--- config.mk ---
export PLATFORM = sky130hd
export DESIGN_NAME = hk_acq_ctrl
export DESIGN_NICKNAME = d
export VERILOG_FILES = /design/src/rtl/hk_acq_pkg.sv /design/src/rtl/hk_acq_seq.sv /design/src/rtl/hk_acq_fifo.sv /design/src/rtl/hk_acq_regs.sv /design/src/rtl/hk_acq_ctrl.sv
export SDC_FILE = /design/constraint.sdc
export NUM_CORES = 1
export LEC_CHECK = 0
export ABC_AREA = 1
export BUFFER_PORTS_ARGS = -buffer_cell sky130_fd_sc_hd__buf_2
export CAP_MARGIN = 5
export CELL_PAD_IN_SITES_DETAIL_PLACEMENT = 0
export CELL_PAD_IN_SITES_GLOBAL_PLACEMENT = 1
export CORE_AREA = 5 5 257 197
export CTS_BUF_LIST = sky130_fd_sc_hd__clkbuf_16
export CTS_CLUSTER_SIZE = 28
export DETAILED_ROUTE_END_ITERATION = 10
export DIE_AREA = 0 0 262 202
export PLACE_DENSITY_LB_ADDON = 0.1
export SYNTH_ARGS = -nofsm -noshare
export SYNTH_HDL_FRONTEND = slang
export SYNTH_HIERARCHICAL = 1
export SYNTH_SLANG_ARGS = --single-unit
--- constraint.sdc ---
create_clock -name clk_i -period 4.9 [get_ports clk_i]
set_input_delay 0.49 -clock clk_i [delete_from_list [all_inputs] [get_ports clk_i]]
set_output_delay 0.49 -clock clk_i [all_outputs]
set_load 0.005 [all_outputs]
--- src/rtl/hk_acq_pkg.sv ---
package hk_acq_pkg;

  typedef enum logic [2:0] {
    ST_IDLE,
    ST_SETTLE,
    ST_START,
    ST_WAIT_BUSY,
    ST_CONV
  } seq_state_e;

  // register addresses
  localparam int unsigned ADDR_CTRL = 0;
  localparam int unsigned ADDR_STAT = 1;
  localparam int unsigned ADDR_DATA = 2;

  // status word bit positions
  localparam int unsigned STAT_BUSY    = 0;
  localparam int unsigned STAT_EMPTY   = 1;
  localparam int unsigned STAT_NEMPTY  = 2;
  localparam int unsigned STAT_FULL    = 3;
  localparam int unsigned STAT_EXT_CLK = 4;

endpackage

--- src/rtl/hk_acq_seq.sv ---
module hk_acq_seq
  import hk_acq_pkg::*;
#(
  parameter int unsigned N_CH       = 16,
  parameter int unsigned ADC_W      = 12,
  parameter int unsigned SMP_W      = 9,
  parameter int unsigned SETTLE_CYC = 32,
  localparam int unsigned CH_W      = (N_CH > 1) ? $clog2(N_CH) : 1,
  localparam int unsigned CNT_W     = $clog2(SETTLE_CYC + 1)
) (
  input  logic             clk_i,
  input  logic             rst_ni,
  input  logic             start_i,
  input  logic             adc_busy_i,
  input  logic [ADC_W-1:0] adc_data_i,
  output logic             busy_o,
  output logic [CH_W-1:0]  mux_sel_o,
  output logic             adc_start_o,
  output logic             push_o,
  output logic [SMP_W-1:0] push_data_o
);

  seq_state_e       state_q;
  logic [CH_W-1:0]  ch_q;
  logic [CNT_W-1:0] cnt_q;
  logic             last_ch;
  logic             settled;

  assign last_ch = (ch_q == CH_W'(N_CH - 1));
  assign settled = (cnt_q == CNT_W'(SETTLE_CYC - 1));

  always_ff @(posedge clk_i or negedge rst_ni) begin
    if (!rst_ni) begin
      state_q <= ST_IDLE;
      ch_q    <= '0;
      cnt_q   <= '0;
    end else begin
      unique case (state_q)
        ST_IDLE: begin
          if (start_i) begin
            ch_q    <= '0;
            cnt_q   <= '0;
            state_q <= ST_SETTLE;
          end
        end
        ST_SETTLE: begin
          if (settled) state_q <= ST_START;
          else         cnt_q   <= cnt_q + 1'b1;
        end
        ST_START: state_q <= ST_WAIT_BUSY;
        ST_WAIT_BUSY: begin
          if (adc_busy_i) state_q <= ST_CONV;
        end
        ST_CONV: begin
          if (!adc_busy_i) begin
            if (last_ch) begin
              state_q <= ST_IDLE;
            end else begin
              ch_q    <= ch_q + 1'b1;
              cnt_q   <= '0;
              state_q <= ST_SETTLE;
            end
          end
        end
        default: state_q <= ST_IDLE;
      endcase
    end
  end

  assign busy_o      = (state_q != ST_IDLE);
  assign mux_sel_o   = ch_q;
  assign adc_start_o = (state_q == ST_START);
  assign push_o      = (state_q == ST_CONV) && !adc_busy_i;

  // keep the top SMP_W bits of the result, pad if the converter is narrower
  generate
    if (ADC_W > SMP_W) begin : g_trunc
      logic [ADC_W-SMP_W-1:0] unused_lsb;
      assign unused_lsb  = adc_data_i[ADC_W-SMP_W-1:0];
      assign push_data_o = adc_data_i[ADC_W-1 -: SMP_W];
    end else if (ADC_W == SMP_W) begin : g_same
      assign push_data_o = adc_data_i;
    end else begin : g_pad
      assign push_data_o = {adc_data_i, {(SMP_W-ADC_W){1'b0}}};
    end
  endgenerate

endmodule

--- src/rtl/hk_acq_fifo.sv ---
module hk_acq_fifo #(
  parameter int unsigned DW    = 9,
  parameter int unsigned DEPTH = 32,
  localparam int unsigned PTR_W = (DEPTH > 1) ? $clog2(DEPTH) : 1,
  localparam int unsigned LVL_W = $clog2(DEPTH + 1)
) (
  input  logic             clk_i,
  input  logic             rst_ni,
  input  logic             push_i,
  input  logic [DW-1:0]    push_data_i,
  input  logic             pop_i,
  output logic [DW-1:0]    head_o,
  output logic             empty_o,
  output logic             full_o,
  output logic [LVL_W-1:0] level_o
);

  logic [DW-1:0]    mem_q [DEPTH];
  logic [PTR_W-1:0] wptr_q, rptr_q;
  logic [LVL_W-1:0] level_q;
  logic             do_push, do_pop;

  assign empty_o = (level_q == '0);
  assign full_o  = (level_q == LVL_W'(DEPTH));
  assign do_push = push_i && !full_o;   // overflow drops the sample
  assign do_pop  = pop_i && !empty_o;

  function automatic logic [PTR_W-1:0] ptr_inc(input logic [PTR_W-1:0] p);
    return (p == PTR_W'(DEPTH - 1)) ? '0 : p + 1'b1;
  endfunction

  always_ff @(posedge clk_i or negedge rst_ni) begin
    if (!rst_ni) begin
      wptr_q  <= '0;
      rptr_q  <= '0;
      level_q <= '0;
    end else begin
      if (do_push) wptr_q <= ptr_inc(wptr_q);
      if (do_pop)  rptr_q <= ptr_inc(rptr_q);
      unique case ({do_push, do_pop})
        2'b10:   level_q <= level_q + 1'b1;
        2'b01:   level_q <= level_q - 1'b1;
        default: level_q <= level_q;
      endcase
    end
  end

  always_ff @(posedge clk_i) begin
    if (do_push) mem_q[wptr_q] <= push_data_i;
  end

  assign head_o  = mem_q[rptr_q];
  assign level_o = level_q;

endmodule

--- src/rtl/hk_acq_regs.sv ---
module hk_acq_regs
  import hk_acq_pkg::*;
#(
  parameter int unsigned DW    = 16,
  parameter int unsigned AW    = 2,
  parameter int unsigned SMP_W = 9
) (
  input  logic             clk_i,
  input  logic             rst_ni,
  input  logic             wr_i,
  input  logic             rd_i,
  input  logic [AW-1:0]    addr_i,
  input  logic             wdata_i,
  output logic [DW-1:0]    rdata_o,
  input  logic             acq_busy_i,
  input  logic             fifo_empty_i,
  input  logic             fifo_full_i,
  input  logic [SMP_W-1:0] fifo_head_i,
  input  logic             obt_ext_clk_i,
  output logic             start_o,
  output logic             pop_o
);

  logic          sel_ctrl, sel_stat, sel_data;
  logic [DW-1:0] status_w;
  logic [DW-1:0] rdata_d;
  logic [DW-1:0] rdata_q;

  assign sel_ctrl = (addr_i == AW'(ADDR_CTRL));
  assign sel_stat = (addr_i == AW'(ADDR_STAT));
  assign sel_data = (addr_i == AW'(ADDR_DATA));

  // raw request; the sequencer accepts it only when idle
  assign start_o = wr_i && sel_ctrl && wdata_i;
  assign pop_o   = rd_i && sel_data && !fifo_empty_i;

  always_comb begin
    status_w               = '0;
    status_w[STAT_BUSY]    = acq_busy_i;
    status_w[STAT_EMPTY]   = fifo_empty_i;
    status_w[STAT_NEMPTY]  = !fifo_empty_i;
    status_w[STAT_FULL]    = fifo_full_i;
    status_w[STAT_EXT_CLK] = obt_ext_clk_i;
  end

  always_comb begin
    rdata_d = '0;
    if (rd_i) begin
      if (sel_stat)                        rdata_d = status_w;
      else if (sel_data && !fifo_empty_i)  rdata_d = DW'(fifo_head_i);
    end
  end

  always_ff @(posedge clk_i or negedge rst_ni) begin
    if (!rst_ni) rdata_q <= '0;
    else         rdata_q <= rdata_d;
  end

  assign rdata_o = rdata_q;

endmodule

--- src/rtl/hk_acq_ctrl.sv ---
module hk_acq_ctrl #(
  parameter int unsigned N_CH       = 16,
  parameter int unsigned ADC_W      = 12,
  parameter int unsigned SMP_W      = 9,
  parameter int unsigned FIFO_DEPTH = 32,
  parameter int unsigned SETTLE_CYC = 32,
  parameter int unsigned BUS_DW     = 16,
  parameter int unsigned BUS_AW     = 2,
  localparam int unsigned CH_W      = (N_CH > 1) ? $clog2(N_CH) : 1,
  localparam int unsigned LVL_W     = $clog2(FIFO_DEPTH + 1)
) (
  input  logic              clk_i,
  input  logic              rst_ni,
  input  logic              bus_wr_i,
  input  logic              bus_rd_i,
  input  logic [BUS_AW-1:0] bus_addr_i,
  input  logic              bus_wdata_i,
  output logic [BUS_DW-1:0] bus_rdata_o,
  input  logic              obt_ext_clk_i,
  output logic [CH_W-1:0]   mux_sel_o,
  output logic              adc_start_o,
  input  logic              adc_busy_i,
  input  logic [ADC_W-1:0]  adc_data_i
);

  logic             start_req;
  logic             acq_busy;
  logic             push;
  logic [SMP_W-1:0] push_data;
  logic             pop;
  logic [SMP_W-1:0] fifo_head;
  logic             fifo_empty;
  logic             fifo_full;
  logic [LVL_W-1:0] fifo_level;

  hk_acq_regs #(
    .DW    (BUS_DW),
    .AW    (BUS_AW),
    .SMP_W (SMP_W)
  ) u_regs (
    .clk_i         (clk_i),
    .rst_ni        (rst_ni),
    .wr_i          (bus_wr_i),
    .rd_i          (bus_rd_i),
    .addr_i        (bus_addr_i),
    .wdata_i       (bus_wdata_i),
    .rdata_o       (bus_rdata_o),
    .acq_busy_i    (acq_busy),
    .fifo_empty_i  (fifo_empty),
    .fifo_full_i   (fifo_full),
    .fifo_head_i   (fifo_head),
    .obt_ext_clk_i (obt_ext_clk_i),
    .start_o       (start_req),
    .pop_o         (pop)
  );

  hk_acq_seq #(
    .N_CH       (N_CH),
    .ADC_W      (ADC_W),
    .SMP_W      (SMP_W),
    .SETTLE_CYC (SETTLE_CYC)
  ) u_seq (
    .clk_i       (clk_i),
    .rst_ni      (rst_ni),
    .start_i     (start_req),
    .adc_busy_i  (adc_busy_i),
    .adc_data_i  (adc_data_i),
    .busy_o      (acq_busy),
    .mux_sel_o   (mux_sel_o),
    .adc_start_o (adc_start_o),
    .push_o      (push),
    .push_data_o (push_data)
  );

  hk_acq_fifo #(
    .DW    (SMP_W),
    .DEPTH (FIFO_DEPTH)
  ) u_fifo (
    .clk_i       (clk_i),
    .rst_ni      (rst_ni),
    .push_i      (push),
    .push_data_i (push_data),
    .pop_i       (pop),
    .head_o      (fifo_head),
    .empty_o     (fifo_empty),
    .full_o      (fifo_full),
    .level_o     (fifo_level)
  );

endmodule

==> qor.yml, run 1 <==
p_leak_nw: 6.14
hold_slack_ns: 0.128
syn_avg_cell_area_um2: 10.8
grt_pass1_vias: 8905
rr_endpoint: "u_fifo/mem_q[5][1]"
post_cts_resized: 0
synth_top_area_share: 0.611
antenna_found_initial: 0
critPathRequiredTime_ns: 5.03
clock_latency_ns: 0.52
drt-initial-drc-count: 600
fin_crit_ns: 3.17
cts_root_buffer: "clkbuf_16"
drc_errors: 0
h-tree-depth: 2
post_cts_buffers: 0
fin_nets: 1365
layout_common_cells: "482 x nand2_1, 288 x edfxtp_1, 250 x nand3_1"
synth_flop_cell: "edfxtp_1"
power_density_mw_per_mm2: 556
slowest_delay_ns: 1.02
final_antenna_net_count: 0
status: "complete, no violations"
vias: 9104
slew_headroom: 0.184
final-setup-viol-count: 0
cts_tree: "yes"
num_io_pins: 42
ys_ff_latch: 326
dieWidth_um: 262
synthesis.area_mm2: 0.0141
slew_violations: 0
yosysSeqAreaShare: 0.679
end_kind: "register"
cts_sinks: 326
viasPerCell: 4.54
cts_buffer_depth: 3
final_common_cell: "nand2_1"
syn_inst: 1315
final-hold-violation-count: 0
hpwl_mm: 22.3
wl_per_cell_um: 19.4
wl_mm: 39.0
start_util: 0.295
vdd_drop_max_mv: 0.292
drt-pass1-iter-count: 4
synth_edf_count: 288
period_share: 0.647
globalplace.congestion: 0.766
clk_pin_slew_ns: 0.06
dieArea_mm2: 0.0529
grt_overflow: 0
fin_skew_ns: 0.0143
cts_buffers: 37
timing.fmax_mhz: 315
crit_arrival_ns: 3.30
rr_worst_depth: 7
hold_buffers: 0
synth_area_leaders: "edfxtp_1 61%, nand2_1 13%, nand3_1 8.8%"
crit_path_cell_trace: "nor2_4 -> nand2_2 -> nor2_1 -> nand2_2 -> inv_2 -> nand2_1 -> nor2_1"
layout-drive-gt1-share: 0.0922
r2r_start: "u_seq/state_q[1]"
track_usage: 0.148
grt_max_degree: 114
syn_to_final_growth_pct: 12.8
fin_setup_tns_ns: 0
r2r_setup_slack_ns: 1.73
rsz0062_at_grt: "false"
grt_pass1_wl_mm: 59.0
num-fill-cells: 4863
drv_cap: 0
core_area_mm2: 0.0479
crit_fanout: 14
async_flop_share: 0.117
floorplan.rows: 70
crit_buf_inv: 1
worstSetupStartpointType: "register"
hp-class: "in2async"
tightest_slew_ns: 1.22
power_mw: 8.87
synth_cell_types: 35
yosysTopAreaCell: "edfxtp_1"
critPathTopFamily: "simple AND/OR/NAND/NOR gates"
die-height_um: 202
crit_slowest_cell: "nor2_1"
portBuffers: 31
crit_type: "reg2reg"
yosysWarnings: 6
## synth_stat cells, types with 8 or more instances
| cell type | number |
|---|---|
| buf_2 | 38 |
| buf_4 | 17 |
| clkbuf_1 | 10 |
| dfrtp_1 | 38 |
| edfxtp_1 | 288 |
| ha_1 | 14 |
| inv_1 | 39 |
| inv_2 | 8 |
| nand2_1 | 482 |
| nand3_1 | 250 |
| nor2_1 | 47 |
| o21ai_0 | 12 |
## per-stage QoR
step                worst slack [ns]  utilization  instances  cell area, µm²
finish                          1.73        0.333       2005           16000
global route                    1.54        0.333       2004           16000
CTS                             1.71        0.333       2004           16000
detailed placement              1.71        0.310       1938           14800
global placement                1.77        0.310       1938           14800
floorplan                       2.54            -       1321           14200
## logic make-up after synthesis
family,after synthesis,synth area share
AND/OR/NAND/NOR,811,0.246
flip-flops,326,0.679
buffers and inverters,126,0.0452
AO/OA/AOI/OAI,27,0.0102
adder cells (fa/ha/maj),15,0.0138
XOR/XNOR,9,0.00557
other,1,0.000265
## how the worst max path moves through the flow
stage                              end  cells after the start              start  slack, ns
detailed placement  u_fifo/mem_q[2][5]                      7   u_seq/state_q[1]       1.71
floorplan            u_fifo/level_o[4]                     19  u_fifo/level_o[1]       2.54
global route        u_fifo/mem_q[4][6]                      7   u_seq/state_q[1]       1.54
global placement    u_fifo/mem_q[5][5]                      7   u_seq/state_q[1]       1.77
CTS                 u_fifo/mem_q[5][5]                      7   u_seq/state_q[1]       1.71
finish              u_fifo/mem_q[5][1]                      7   u_seq/state_q[1]       1.73
## state kept, by name (all words and copies together), names as in the netlist
register and cells:
u_seq/state_q 3, u_seq/mux_sel_o 4, u_seq/cnt_q 6, u_fifo/wptr_q 5, u_fifo/level_o 6, u_fifo/rptr_q 5, u_fifo/mem_q 288, u_regs/rdata_o 9
## worst reg2reg max path, stage by stage (launching register included)
cell and delay [ns]:
dfrtp_1 0.43, nor2_4 0.22, nand2_2 0.12, nor2_1 0.18, nand2_2 0.21, inv_2 0.26
nand2_1 0.34, nor2_1 1.02
## power by group
part	internal, mW	switching, mW	total, mW
registers	3.13	0.223	3.35
clock network	1.48	1.10	2.58
logic	0.836	2.10	2.94
total	5.45	3.42	8.87
## cell type report
type,count,area [µm²],share of cell area
Antenna cell,1,2.50,0.000157
Clock buffer,39,976,0.0611
Clock inverter,27,141,0.00886
Inverter,49,190,0.0119
Multi-Input combinational cell,869,3930,0.246
Sequential cell,326,9610,0.602
Tap cell,648,811,0.0508
Timing Repair Buffer,46,305,0.0191
## per-layer routing
metal | GRT usage | share of wire
met5 | 0 | 0
met4 | 0.0299 | 0.017
met3 | 0.0217 | 0.030
met2 | 0.213 | 0.42
met1 | 0.237 | 0.53
Note: power is estimated with default switching activity, not from simulation.
==> inputs of run 2 (changes only) <==
Clock period 4.9 ns to 2.7 ns, I/O delays scaled along.
==> run 2 against run 1 <==
Clock power is 83% higher. First-iteration DRC count is 15% higher. Largest cell class unchanged. Cell area is 2.4% higher. Total power is 84% higher. Worst setup slack worse by 1.4 ns. Utilization is 0.80 points higher. Clock-buffer cell count stayed put. Combinational power is 94% higher. Critical path depth is 11 higher. Sequential power is 76% higher. Routed wire length is 0.24% lower.
==> qor.yml, run 2 (synthesis results as in run 1) <==
multi_input_area_mm2: 0.00394
wl_met1_mm: 20.7
p_sw_mw: 6.29
slew_violations: 0
cts_buffers: 37
vias: 9261
critPathTopFamily: "simple AND/OR/NAND/NOR gates"
tightest_slew_ns: 0.830
crit_arrival_ns: 2.77
grt_overflow: 0
rsz0062_at_grt: "false"
hold_path_end: "u_regs/rdata_o[1]"
grt_max_degree: 91
largest_reg_flops: 288
path_common_cell: "nand2_1"
met3_length_mm: 1.23
syn_to_final_growth_pct: 15.5
rr_worst_depth: 18
core_area_mm2: 0.0479
post_cts_buffers: 0
whs_path_depth: 3
dieArea_mm2: 0.0529
final_antenna_net_count: 0
drt-pass1-iter-count: 5
seq_power_share: 0.362
layout_common_cells: "482 x nand2_1, 288 x edfxtp_1, 250 x nand3_1"
wl_per_cell_um: 19.0
portBuffers: 31
hp-class: "in2reg"
final_common_cell: "nand2_1"
crit_slowest_cell: "dfrtp_1"
fin_nets: 1405
clock_power_share: 0.289
p_int_mw: 10.0
status: "complete, no violations"
num_io_pins: 42
crit_type: "reg2reg"
p_leak_nw: 6.38
track_usage: 0.147
cts_tree: "yes"
floorplan.rows: 70
swShare: 0.386
timing.fmax_mhz: 424
hp-start: "bus_rd_i"
r2r_start: "u_fifo/level_o[0]"
drv_cap: 0
layout-drive-gt1-share: 0.119
slew_headroom: 0.447
fin_crit_ns: 2.36
fin_skew_ns: 0.0225
final-hold-violation-count: 0
hpwl_mm: 23.5
dieWidth_um: 262
cts_buffer_depth: 3
globalplace.congestion: 0.755
critPathRequiredTime_ns: 3.11
fin_setup_tns_ns: 0
regArea_mm2: 0.00961
drc_errors: 0
h-tree-depth: 2
top_register: "u_fifo/mem_q"
wl_met2_mm: 16.4
final-setup-viol-count: 0
cts_root_buffer: "clkbuf_16"
top_layer: "met4"
worstSetupStartpointType: "register"
hold_slack_ns: 0.0395
drt-initial-drc-count: 690
start_util: 0.295
clock_latency_ns: 0.53
viasPerCell: 4.53
wl_mm: 38.9
crit_fanout: 6
grt_pass1_wl_mm: 59.5
crit_buf_inv: 4
cts_sinks: 326
die-height_um: 202
period_share: 0.874
end_kind: "register"
power_density_mw_per_mm2: 998
clk_pin_slew_ns: 0.06
num-fill-cells: 4898
p_comb_frac: 0.349
slowest_delay_ns: 0.41
rr_endpoint: "u_fifo/level_o[4]"
crit_path_cell_trace: "nor2_1 -> nand3_1 -> nor2_1 -> nand2_1 -> inv_1 -> nor2_4 -> nand2_1 -> inv_1 -> ha_4 -> inv_1 -> fa_1 -> inv_1 -> nand2_1 -> nand2_1 -> nand2_1 -> nand3_1 -> nand2_1 -> o22a_1"
grt_pass1_vias: 9154
final_core_util: 0.341
vdd_drop_max_mv: 0.514
antenna_found_initial: 1
r2r_setup_slack_ns: 0.34
-- run 2: cell count changes in the layout (fill, tap and decap cells not counted) --
| cell | delta |
|---|---|
| inv_2 | +1 |
| clkinv_1 | -3 |
| ha_1 | -1 |
| buf_4 | +33 |
| diode_2 | +1 |
| buf_12 | +5 |
| ha_4 | +1 |
| inv_6 | +1 |
| clkinvlp_4 | -1 |
| dlygate4sd3_1 | +2 |
| clkinv_2 | +1 |
-- run 2: how the worst max path moves through the flow --
stage                 startpoint  slack [ns]                 to  depth (start not counted)
6_report       u_fifo/level_o[0]        0.34  u_fifo/level_o[4]                         18
5_1_grt        u_fifo/level_o[0]        0.05  u_fifo/level_o[4]                         18
4_1_cts        u_fifo/level_o[0]        0.18  u_fifo/level_o[4]                         18
3_5_place_dp   u_fifo/level_o[1]        0.20  u_fifo/level_o[4]                         18
3_3_place_gp   u_fifo/level_o[0]        0.19  u_fifo/level_o[5]                         18
2_1_floorplan  u_fifo/level_o[1]        0.34  u_fifo/level_o[4]                         19
-- run 2: layout make-up --
class / instances / share of cell area
clock inverter: 26 / 0.00865
inverter: 49 / 0.0116
multi-input combinational: 869 / 0.241
antenna: 2 / 0.000306
sequential: 326 / 0.588
timing repair buffer: 86 / 0.0412
clock buffer: 39 / 0.0597
tap: 648 / 0.0496
-- run 2: power groups by stage --
stage,Combinational (mW),Clock (mW),Sequential (mW)
after global routing,6.41,5.09,5.94
after floorplan,3.80,0,5.92
final,5.69,4.72,5.91
after CTS,5.81,4.87,5.91
after detailed placement,5.80,0,6.01
after global placement,5.82,0,6.01
-- run 2: timing repair --
action	4_1_cts	5_1_grt
hold endpoints to repair	32	0
hold buffers	2	0
resized for setup	0	2
endpoints found under the setup margin	0	2
-- run 2: stage by stage --
stage          setup slack, ns  instances  cell area [µm²]  power (mW)
5_1_grt                 0.0514       2043            16300        17.4
2_1_floorplan            0.345       1321            14200        9.72
6_report                 0.340       2045            16300        16.3
3_5_place_dp             0.200       1976            15200        11.8
4_1_cts                  0.185       2043            16300        16.6
3_3_place_gp             0.186       1976            15200        11.8
-- run 2: layer usage --
metal / global-route usage / vias to the layer above
met5: 0 / -
li1: - / 4580
met4: 0.0280 / 0
met2: 0.211 / 107
met1: 0.237 / 4528
met3: 0.0227 / 46
-- run 2: worst reg2reg max path, stage by stage, from the launching register on --
cell     delay [ns]
dfrtp_1        0.41
nor2_1         0.07
nand3_1        0.07
nor2_1         0.06
nand2_1        0.08
inv_1          0.08
nor2_4         0.16
nand2_1        0.08
inv_1          0.11
ha_4           0.18
inv_1          0.06
fa_1           0.35
inv_1          0.07
nand2_1        0.07
nand2_1        0.07
nand2_1        0.06
nand3_1        0.07
nand2_1        0.05
o22a_1         0.15
